==> src/rtl/fifo_ring_pkg.sv <==
package fifo_ring_pkg;
  // strobes from a slice's control to its storage
  typedef struct packed {
    logic wrStb;
    logic rdStb;
  } sliceStb_t;
endpackage

==> src/rtl/fifo_ring_ctrl.sv <==
module fifo_ring_ctrl
  import fifo_ring_pkg::*;
#(
  parameter int SLICE_DEPTH = 4,
  parameter int AE_LEVEL    = 1,
  parameter int AF_LEVEL    = 1,
  localparam int AW = $clog2(SLICE_DEPTH),
  localparam int CW = $clog2(SLICE_DEPTH + 1)
) (
  input  logic          clk,
  input  logic          rstN,
  input  logic          strapN,
  input  logic          wrEn,
  input  logic          rdEn,
  input  logic          anyRead,
  input  logic          wxi,
  input  logic          rxi,
  output logic          wxo,
  output logic          rxo,
  output logic          wrTok,
  output logic          rdTok,
  output logic          driveOut,
  output logic [AW-1:0] wrAddr,
  output logic [AW-1:0] rdAddr,
  output sliceStb_t     stb,
  output logic          emptyN,
  output logic          fullN,
  output logic          almostEmptyN,
  output logic          almostFullN
);
  localparam logic [AW-1:0] LAST_ADDR = AW'(SLICE_DEPTH - 1);
  localparam logic [CW-1:0] FULL_CNT  = CW'(SLICE_DEPTH);
  localparam logic [CW-1:0] AE_CNT    = CW'(AE_LEVEL);
  localparam logic [CW-1:0] AF_CNT    = CW'(SLICE_DEPTH - AF_LEVEL);

  logic [CW-1:0] cnt;
  logic isFull, isEmpty;

  assign isFull  = (cnt == FULL_CNT);
  assign isEmpty = (cnt == '0);

  assign stb.wrStb = wrEn && wrTok && !isFull;
  assign stb.rdStb = rdEn && rdTok && !isEmpty;
  assign wxo = stb.wrStb && (wrAddr == LAST_ADDR);
  assign rxo = stb.rdStb && (rdAddr == LAST_ADDR);

  always_ff @(posedge clk) begin
    if (!rstN) begin
      wrTok    <= !strapN;
      rdTok    <= !strapN;
      driveOut <= !strapN;
      wrAddr   <= '0;
      rdAddr   <= '0;
      cnt      <= '0;
    end else begin
      if (wxi)      wrTok <= 1'b1;
      else if (wxo) wrTok <= 1'b0;
      if (rxi)      rdTok <= 1'b1;
      else if (rxo) rdTok <= 1'b0;
      if (stb.rdStb)    driveOut <= 1'b1;
      else if (anyRead) driveOut <= 1'b0;
      if (stb.wrStb) wrAddr <= (wrAddr == LAST_ADDR) ? '0 : wrAddr + 1'b1;
      if (stb.rdStb) rdAddr <= (rdAddr == LAST_ADDR) ? '0 : rdAddr + 1'b1;
      cnt <= cnt + CW'(stb.wrStb) - CW'(stb.rdStb);
    end
  end

  assign emptyN       = !isEmpty;
  assign fullN        = !isFull;
  assign almostEmptyN = !(cnt <= AE_CNT);
  assign almostFullN  = !(cnt >= AF_CNT);

  a_r7_count_bound: assert property (@(posedge clk) disable iff (!rstN)
    cnt <= FULL_CNT);
  a_r3_write_wrap: assert property (@(posedge clk) disable iff (!rstN)
    wxo |=> (wrAddr == '0));
  a_r4_read_wrap: assert property (@(posedge clk) disable iff (!rstN)
    rxo |=> (rdAddr == '0));
  a_r6_empty_holds: assert property (@(posedge clk) disable iff (!rstN)
    (isEmpty && !wrEn) |=> isEmpty);
endmodule

==> src/rtl/fifo_ring_data.sv <==
module fifo_ring_data
  import fifo_ring_pkg::*;
#(
  parameter int DATA_W      = 8,
  parameter int SLICE_DEPTH = 4,
  localparam int AW = $clog2(SLICE_DEPTH)
) (
  input  logic              clk,
  input  logic              rstN,
  input  sliceStb_t         stb,
  input  logic [AW-1:0]     wrAddr,
  input  logic [AW-1:0]     rdAddr,
  input  logic [DATA_W-1:0] wrData,
  output logic [DATA_W-1:0] q
);
  logic [DATA_W-1:0] store [SLICE_DEPTH];

  always_ff @(posedge clk) begin
    if (stb.wrStb) store[wrAddr] <= wrData;
  end

  always_ff @(posedge clk) begin
    if (!rstN)          q <= '0;
    else if (stb.rdStb) q <= store[rdAddr];
  end
endmodule

==> src/rtl/fifo_ring.sv <==
module fifo_ring
  import fifo_ring_pkg::*;
#(
  parameter int DATA_W      = 8,
  parameter int NUM_SLICES  = 3,
  parameter int SLICE_DEPTH = 4,
  parameter int AE_LEVEL    = 1,
  parameter int AF_LEVEL    = 1,
  localparam int AW = $clog2(SLICE_DEPTH)
) (
  input  logic              clk,
  input  logic              rstN,
  input  logic              wrEn,
  input  logic [DATA_W-1:0] wrData,
  input  logic              rdEn,
  input  logic              outEn,
  output logic [DATA_W-1:0] rdData,
  output logic              emptyN,
  output logic              fullN,
  output logic              almostEmptyN,
  output logic              almostFullN
);
  logic [NUM_SLICES-1:0] wxoV, rxoV, wrTokV, rdTokV, driveV, rdStbV;
  logic [NUM_SLICES-1:0] emptyV, fullV, aeV, afV;
  logic [DATA_W-1:0]     qArr [NUM_SLICES];
  logic                  anyRead;

  assign anyRead = |rdStbV;

  for (genvar i = 0; i < NUM_SLICES; i++) begin : g_slice
    localparam int PREV = (i == 0) ? NUM_SLICES - 1 : i - 1;
    localparam int NEXT = (i == NUM_SLICES - 1) ? 0 : i + 1;
    sliceStb_t     stb;
    logic [AW-1:0] wrAddr, rdAddr;

    fifo_ring_ctrl #(.SLICE_DEPTH(SLICE_DEPTH), .AE_LEVEL(AE_LEVEL),
                     .AF_LEVEL(AF_LEVEL)) u_ctrl (
      .clk(clk), .rstN(rstN), .strapN((i == 0) ? 1'b0 : 1'b1),
      .wrEn(wrEn), .rdEn(rdEn), .anyRead(anyRead),
      .wxi(wxoV[PREV]), .rxi(rxoV[PREV]), .wxo(wxoV[i]), .rxo(rxoV[i]),
      .wrTok(wrTokV[i]), .rdTok(rdTokV[i]), .driveOut(driveV[i]),
      .wrAddr(wrAddr), .rdAddr(rdAddr), .stb(stb),
      .emptyN(emptyV[i]), .fullN(fullV[i]),
      .almostEmptyN(aeV[i]), .almostFullN(afV[i])
    );

    fifo_ring_data #(.DATA_W(DATA_W), .SLICE_DEPTH(SLICE_DEPTH)) u_data (
      .clk(clk), .rstN(rstN), .stb(stb), .wrAddr(wrAddr), .rdAddr(rdAddr),
      .wrData(wrData), .q(qArr[i])
    );

    assign rdStbV[i] = stb.rdStb;

    a_r3_write_handover: assert property (@(posedge clk) disable iff (!rstN)
      wxoV[i] |=> wrTokV[NEXT]);
    a_r4_read_handover: assert property (@(posedge clk) disable iff (!rstN)
      rxoV[i] |=> rdTokV[NEXT]);
  end

  always_comb begin
    rdData = '0;
    for (int i = 0; i < NUM_SLICES; i++)
      if (outEn && driveV[i]) rdData = rdData | qArr[i];
  end

  assign emptyN       = |emptyV;
  assign fullN        = |fullV;
  assign almostEmptyN = |aeV;
  assign almostFullN  = |afV;

  a_r2_one_write_token: assert property (@(posedge clk) disable iff (!rstN)
    $onehot(wrTokV));
  a_r2_one_read_token: assert property (@(posedge clk) disable iff (!rstN)
    $onehot(rdTokV));
  a_r9_one_driver: assert property (@(posedge clk) disable iff (!rstN)
    $onehot(driveV));
  a_r12_single_reader: assert property (@(posedge clk) disable iff (!rstN)
    $onehot0(rdStbV));
endmodule

==> config.mk <==
export PLATFORM = sky130hd
export DESIGN_NAME = fifo_ring
export DESIGN_NICKNAME = d
export VERILOG_FILES = /design/src/rtl/fifo_ring_pkg.sv /design/src/rtl/fifo_ring_ctrl.sv /design/src/rtl/fifo_ring_data.sv /design/src/rtl/fifo_ring.sv
export SDC_FILE = /design/constraint.sdc
export NUM_CORES = 1
export LEC_CHECK = 0
export ABC_CLOCK_PERIOD_IN_PS = 2400
export CELL_PAD_IN_SITES_DETAIL_PLACEMENT = 0
export CELL_PAD_IN_SITES_GLOBAL_PLACEMENT = 1
export CORE_MARGIN = 2
export CORE_UTILIZATION = 30
export DETAILED_ROUTE_END_ITERATION = 10
export HOLD_SLACK_MARGIN = 0.06
export PLACE_DENSITY = 0.51
export REMOVE_ABC_BUFFERS = 1
export SYNTH_ARGS = -nofsm -noshare
export SYNTH_HDL_FRONTEND = slang
export SYNTH_HIERARCHICAL = 1
export SYNTH_SLANG_ARGS = --single-unit
==> constraint.sdc <==
create_clock -name clk -period 2.4 [get_ports clk]
set_input_delay 0.24 -clock clk [delete_from_list [all_inputs] [get_ports clk]]
set_output_delay 0.24 -clock clk [all_outputs]
set_load 0.01 [all_outputs]
# After elaboration in Yosys (flattened, before gate mapping)
# Memories as Yosys holds them, arrays and structs flattened. A register that Yosys moved wholly into a read port is not among the register bits.
# Cells that the tools add are included.
dict set report totals {
  reg_bits 30
  mem_bits_rw 96
  input_bits 13
  word_cells 130
  mem_count 3
}
# name depth word_bits read_ports rd_ports_with_merged_regs wr line
set mem_list {}
lappend mem_list {{g_slice[0].u_data.store} 4 8 1 1 1 fifo_ring_data.sv:16} ;# logic [DATA_W-1:0] store [SLICE_DEPTH];
lappend mem_list {{g_slice[1].u_data.store} 4 8 1 1 1 fifo_ring_data.sv:16}
lappend mem_list {{g_slice[2].u_data.store} 4 8 1 1 1 fifo_ring_data.sv:16}
dict set report classes {
  add_sub_neg 12
  order_cmp 6
  n_eq_ne 9
  muxes 26
  bitwise_logic 3
  reduce_logical 53
}
# op count
set ops {}
lappend ops {{$mux 8} 3}
lappend ops {{$logic_and 1x1->1} 21}
lappend ops {{$mux 1} 17}
lappend ops {{$or 8x8->8} 2}
lappend ops {{$logic_not 1->1} 15}
lappend ops {{$reduce_or 3->1} 5}
lappend ops {{$add 2x1->2 const B} 6}
lappend ops {{$eq 2x2->1 const B} 6}
lappend ops {{$mux 2} 6}
lappend ops {{$reduce_bool 2->1} 6}
lappend ops {{$add 3x1->3} 3}
lappend ops {{$eq 3x3->1 const B} 3}
lappend ops {{$ge 3x2->1 const B} 3}
lappend ops {{$le 3x1->1 const B} 3}
lappend ops {{$logic_not 3->1} 3}
lappend ops {{$sub 3x1->3} 3}
lappend ops {{$reduce_or 2->1} 3}
lappend ops {{$not 1->1} 1}

# Depth between registers and ports, before layout
# Gate-level depths: netlist (run 1).
dict set report depth {
  word_depth 6
  depth_mapped 8
  ltp_nobuf 8
}

# Modules after synthesis
# The synthesis (run 1) kept the hierarchy.
# mod instances cells_each area_each_um2
set by_module_without_submodules {}
lappend by_module_without_submodules {fifo_ring_data 3 83 1503.9}
lappend by_module_without_submodules {fifo_ring_ctrl 3 64 584.3}
lappend by_module_without_submodules {fifo_ring 1 44 235.2}

# Least setup slack after synthesis (run 1)
# Ideal clock, no wire load.
dict set report synth_timing {
  kind {reg2reg}
  start {reg g_slice[2].u_ctrl.cnt[0]}
  end {reg g_slice[2].u_ctrl.cnt[1]}
  setup_time_ns 0.115
  arrival_ns 1.945
  path_slack_ns 0.340
  stages_incl_launch_ff 8
  period_less_slack_ns 2.060
  path_cell_list {dfxtp_1 -> o311ai_2 -> inv_1 -> ha_1 -> inv_1 -> ha_1 -> fa_1 -> and2_1}
}
# element line
set synth_lines {}
lappend synth_lines {{start, declared} fifo_ring_ctrl.sv:36} ;# logic [CW-1:0] cnt;
lappend synth_lines {{start signal, assigned} fifo_ring_ctrl.sv:64} ;# cnt <= cnt + CW'(stb.wrStb) - CW'(stb.rdStb);

# Final worst setup path (run 1)
dict set report layout_timing {
  start {reg g_slice[1].u_ctrl.cnt[2]}
  end {out almostFullN}
}
dict set report layout_between {
  elab_chain_cells 3
}
# element line
set layout_rtl {}
lappend layout_rtl {{start, declared} fifo_ring_ctrl.sv:36}
lappend layout_rtl {{start signal, assigned} fifo_ring_ctrl.sv:64}
lappend layout_rtl {{$ge 3x2->1} fifo_ring_ctrl.sv:71} ;# assign almostFullN = !(cnt >= AF_CNT);
lappend layout_rtl {{$logic_not 1->1} fifo_ring_ctrl.sv:71}
lappend layout_rtl {{via afV[1]} fifo_ring.sv:24} ;# logic [NUM_SLICES-1:0] emptyV, fullV, aeV, afV;
lappend layout_rtl {{$reduce_or 3->1} fifo_ring.sv:69} ;# assign almostFullN = |afV;
lappend layout_rtl {{end, declared} fifo_ring.sv:21} ;# output logic almostFullN
# The timed path passes the listed nets, and every way through them passes these cells.

==> results of run 1 <==
-- synth_stat cells, drive strengths merged (6+ instances only) --
master	count	area share
buf	13	0.022
and2	9	0.0087
or3	14	0.013
clkbuf	10	0.0071
nor2	24	0.014
o221ai	24	0.032
nand3b	27	0.033
ha	21	0.040
inv	27	0.016
a21oi	12	0.0092
and3	6	0.0058
mux2i	54	0.083
nand3	38	0.032
edfxtp	105	0.49
nand2	24	0.014
dfxtp	45	0.14
-- power by group --
group / switching, mW / internal [mW] / total, mW
Combinational: 0.678 / 0.575 / 1.25
Clock: 1.11 / 1.62 / 2.73
Sequential: 0.189 / 2.99 / 3.18
Total: 1.98 / 5.19 / 7.17
-- per-layer routing --
layer / track usage / vias up
met1: 0.185 / 1935
li1: - / 1899
met3: 0.0307 / 17
met5: 0 / -
met2: 0.224 / 68
met4: 0.0467 / 0
-- per-stage QoR --
stage | setup slack [ns] | cells | instance area, um2
after floorplan | 0.215 | 463 | 6320
after global placement | 0.191 | 785 | 7080
after detailed placement | 0.162 | 785 | 7080
after CTS | 0.00199 | 817 | 7700
after global routing | 0.00696 | 817 | 7700
final | 0.127 | 817 | 7700
-- worst max-delay path: cells and delay by family, from the launching register on --
kind	cells	cell delay [ns]
buf+inv	2	0.58
simple gates	4	0.56
flops	1	0.34
fa+ha+maj	1	0.14
-- final cells by class --
type,count,area (um2)
clock buffer,19,453
clock inverter,13,160
fill,2011,13400
inverter,27,101
multi-input combinational,286,2160
sequential,150,4060
tap,275,344
timing repair buffer,47,425
-- placed cells by master (no fill, tap or decap), types with 4 or more instances in the layout --
master and instances:
or3_1 14, dfxtp_2 4, inv_1 22, ha_1 21, nor2_1 24, and3_1 6
clkbuf_16 17, nand3b_1 24, buf_4 22, mux2i_1 54, and2_1 9, edfxtp_1 105
dfxtp_1 41, inv_6 4, inv_2 5, nand2_1 24, a21oi_1 12, clkdlybuf4s50_1 21
o221ai_1 24, nand3_1 35
-- repair_timing --
item,in CTS,in global routing
pin swaps,0,0
hold buffers,0,0
setup endpoints to repair,1,3
resized for setup,2,9
gates cloned,0,0
-- worst paths after layout --
| check | startpoint | endpoint | depth (start not counted) |
|---|---|---|---|
| worst max register to register | g_slice[1].u_ctrl/cnt[0] | g_slice[1].u_ctrl/cnt[1] | 5 |
| worst min-delay path | rstN | g_slice[2].u_ctrl/wrAddr[1] | 3 |
| worst max-delay path | g_slice[1].u_ctrl/cnt[2] | almostFullN | 7 |
| worst min register to register | g_slice[2].u_ctrl/rdAddr[0] | g_slice[2].u_ctrl/rdAddr[0] | 2 |
-- flip-flops by register name, summed over array words and instances, names as in the netlist --
| signal | flops |
|---|---|
| g_slice.u_data/store | 96 |
| g_slice.u_data/q | 24 |
| g_slice.u_ctrl/cnt | 9 |
| g_slice.u_ctrl/rdAddr | 6 |
| g_slice.u_ctrl/wrAddr | 6 |
| g_slice.u_ctrl/driveOut | 3 |
| g_slice.u_ctrl/rdTok | 3 |
| g_slice.u_ctrl/wrTok | 3 |
-- cell families after synthesis --
kind of cell               share of synthesized area
and+or+nand+nor                                0.135
DFF                                            0.624
muxes                                         0.0832
buffers and inverters                         0.0443
AOI/OAI and AO/OA                             0.0595
adders and majority gates                     0.0497
xor gates and xnor gates                     0.00404
other                                        0.00116
==> results.yml, run 1 <==
status:
  run_status: "finished, final reports clean"
critical_path:
  worstPathMaxFanout: 5
  crit_top_cell: "nor2_1"
  critical_path_class: "register to output pin"
  crit_arrival_ns: 2.03
  regToRegSetupSlack_ns: 0.36
  cp_cell_sequence: "inv_2 -> ha_1 -> nor2_1 -> nor2_1 -> nor2_1 -> or3_1 -> clkdlybuf4s50_1"
  critPathMaxStageDelay_ns: 0.49
  start_kind: "register"
  critical_path_required_ns: 2.16
  end_kind: "output pin"
  slowest_stage: "clkdlybuf4s50_1"
clock_network:
  cts.clk_slew.worst_paths_ns: 0.06
  cts.sinks: 150
  post_cts_buffers: 0
  numCtsBuffers: 17
  cts_tree: "built"
  clkLatencyLatePin_ns: 0.42
  clockBufferDepth: 2
  htreeDepth: 4
  clock-root-buffer: "clkbuf_16"
grt:
  grt_overflow: 0
  antenna_found_initial: 0
  grt_pass1_vias: 3944
  grt_max_degree: 25
  grt_pass1_wl_um: 23000
  grt_use_total: 0.139
sta:
  drv_slew: 0
  fin_crit_ns: 2.27
  hold_ws_ns: 0.277
  rsz0062_at_grt: "false"
  setup_violations: 0
  fin_crit_sh: 0.947
  fmax_mhz: 440
  finalSetupTns_ns: 0
  tightest_slew_ns: 0.581
  clock_skew_ns: 0.00494
  hold_viol_final: 0
  slew_headroom: 0.612
finish:
  final_util: 0.364
  nNetsFinal: 566
  antenna_cells: 0
  post_route_cells_drive_above_1_share: 0.137
  syn2layout_area_growth_pct: 18.5
synthesis:
  ys_warn_count: 6
  ys_ff_latch: 150
  synth.distinct_cells: 33
  synth_cells: 485
  synth_flop_cell: "edfxtp_1"
  ys_seq_area_frac: 0.624
  netlist_area_um2: 6500
  synth-edff-count: 105
  syn_area_per_cell_um2: 13.4
  async_reset_ff_frac: 0
power_and_ir_drop:
  fin_total_pwr_mw: 7.17
  power_leakage_nw: 2.69
  power_density_nw_per_um2: 930
  ir_worst_vdd_v: 0.000469
hold_path:
  hp-class: "primary input to register"
drt:
  wl_um: 14800
  drc: 0
  wl_met1_um: 6880
  viasPerCell: 4.80
  dr.pass1.iters: 4
  top_layer_used: "met4"
  wire_per_inst_um: 18.1
  drt_iter0_drc: 230
  wl_met2_um: 7110
  antenna_left: 0
  vias: 3919
  route.met3.wl_um: 645
placement:
  dp_hpwl_um: 10200
  place.gp.congestion: 0.742
  io_buffers: 24
die:
  die_w_um: 151
  ios: 25
  die_h_um: 151
  start_util: 0.307
  dieArea_um2: 22900
  core_um2: 21200
  rows: 53
run:
  max-cap-violations: 0
No activity file was read; power rests on OpenSTA's default activity.
==> inputs of run 2 (changes only) <==
Settings changed: GPL_ROUTABILITY_DRIVEN set to 0.
==> results of run 2 <==
Final layout, timing and power as in run 1 (identical DEF).
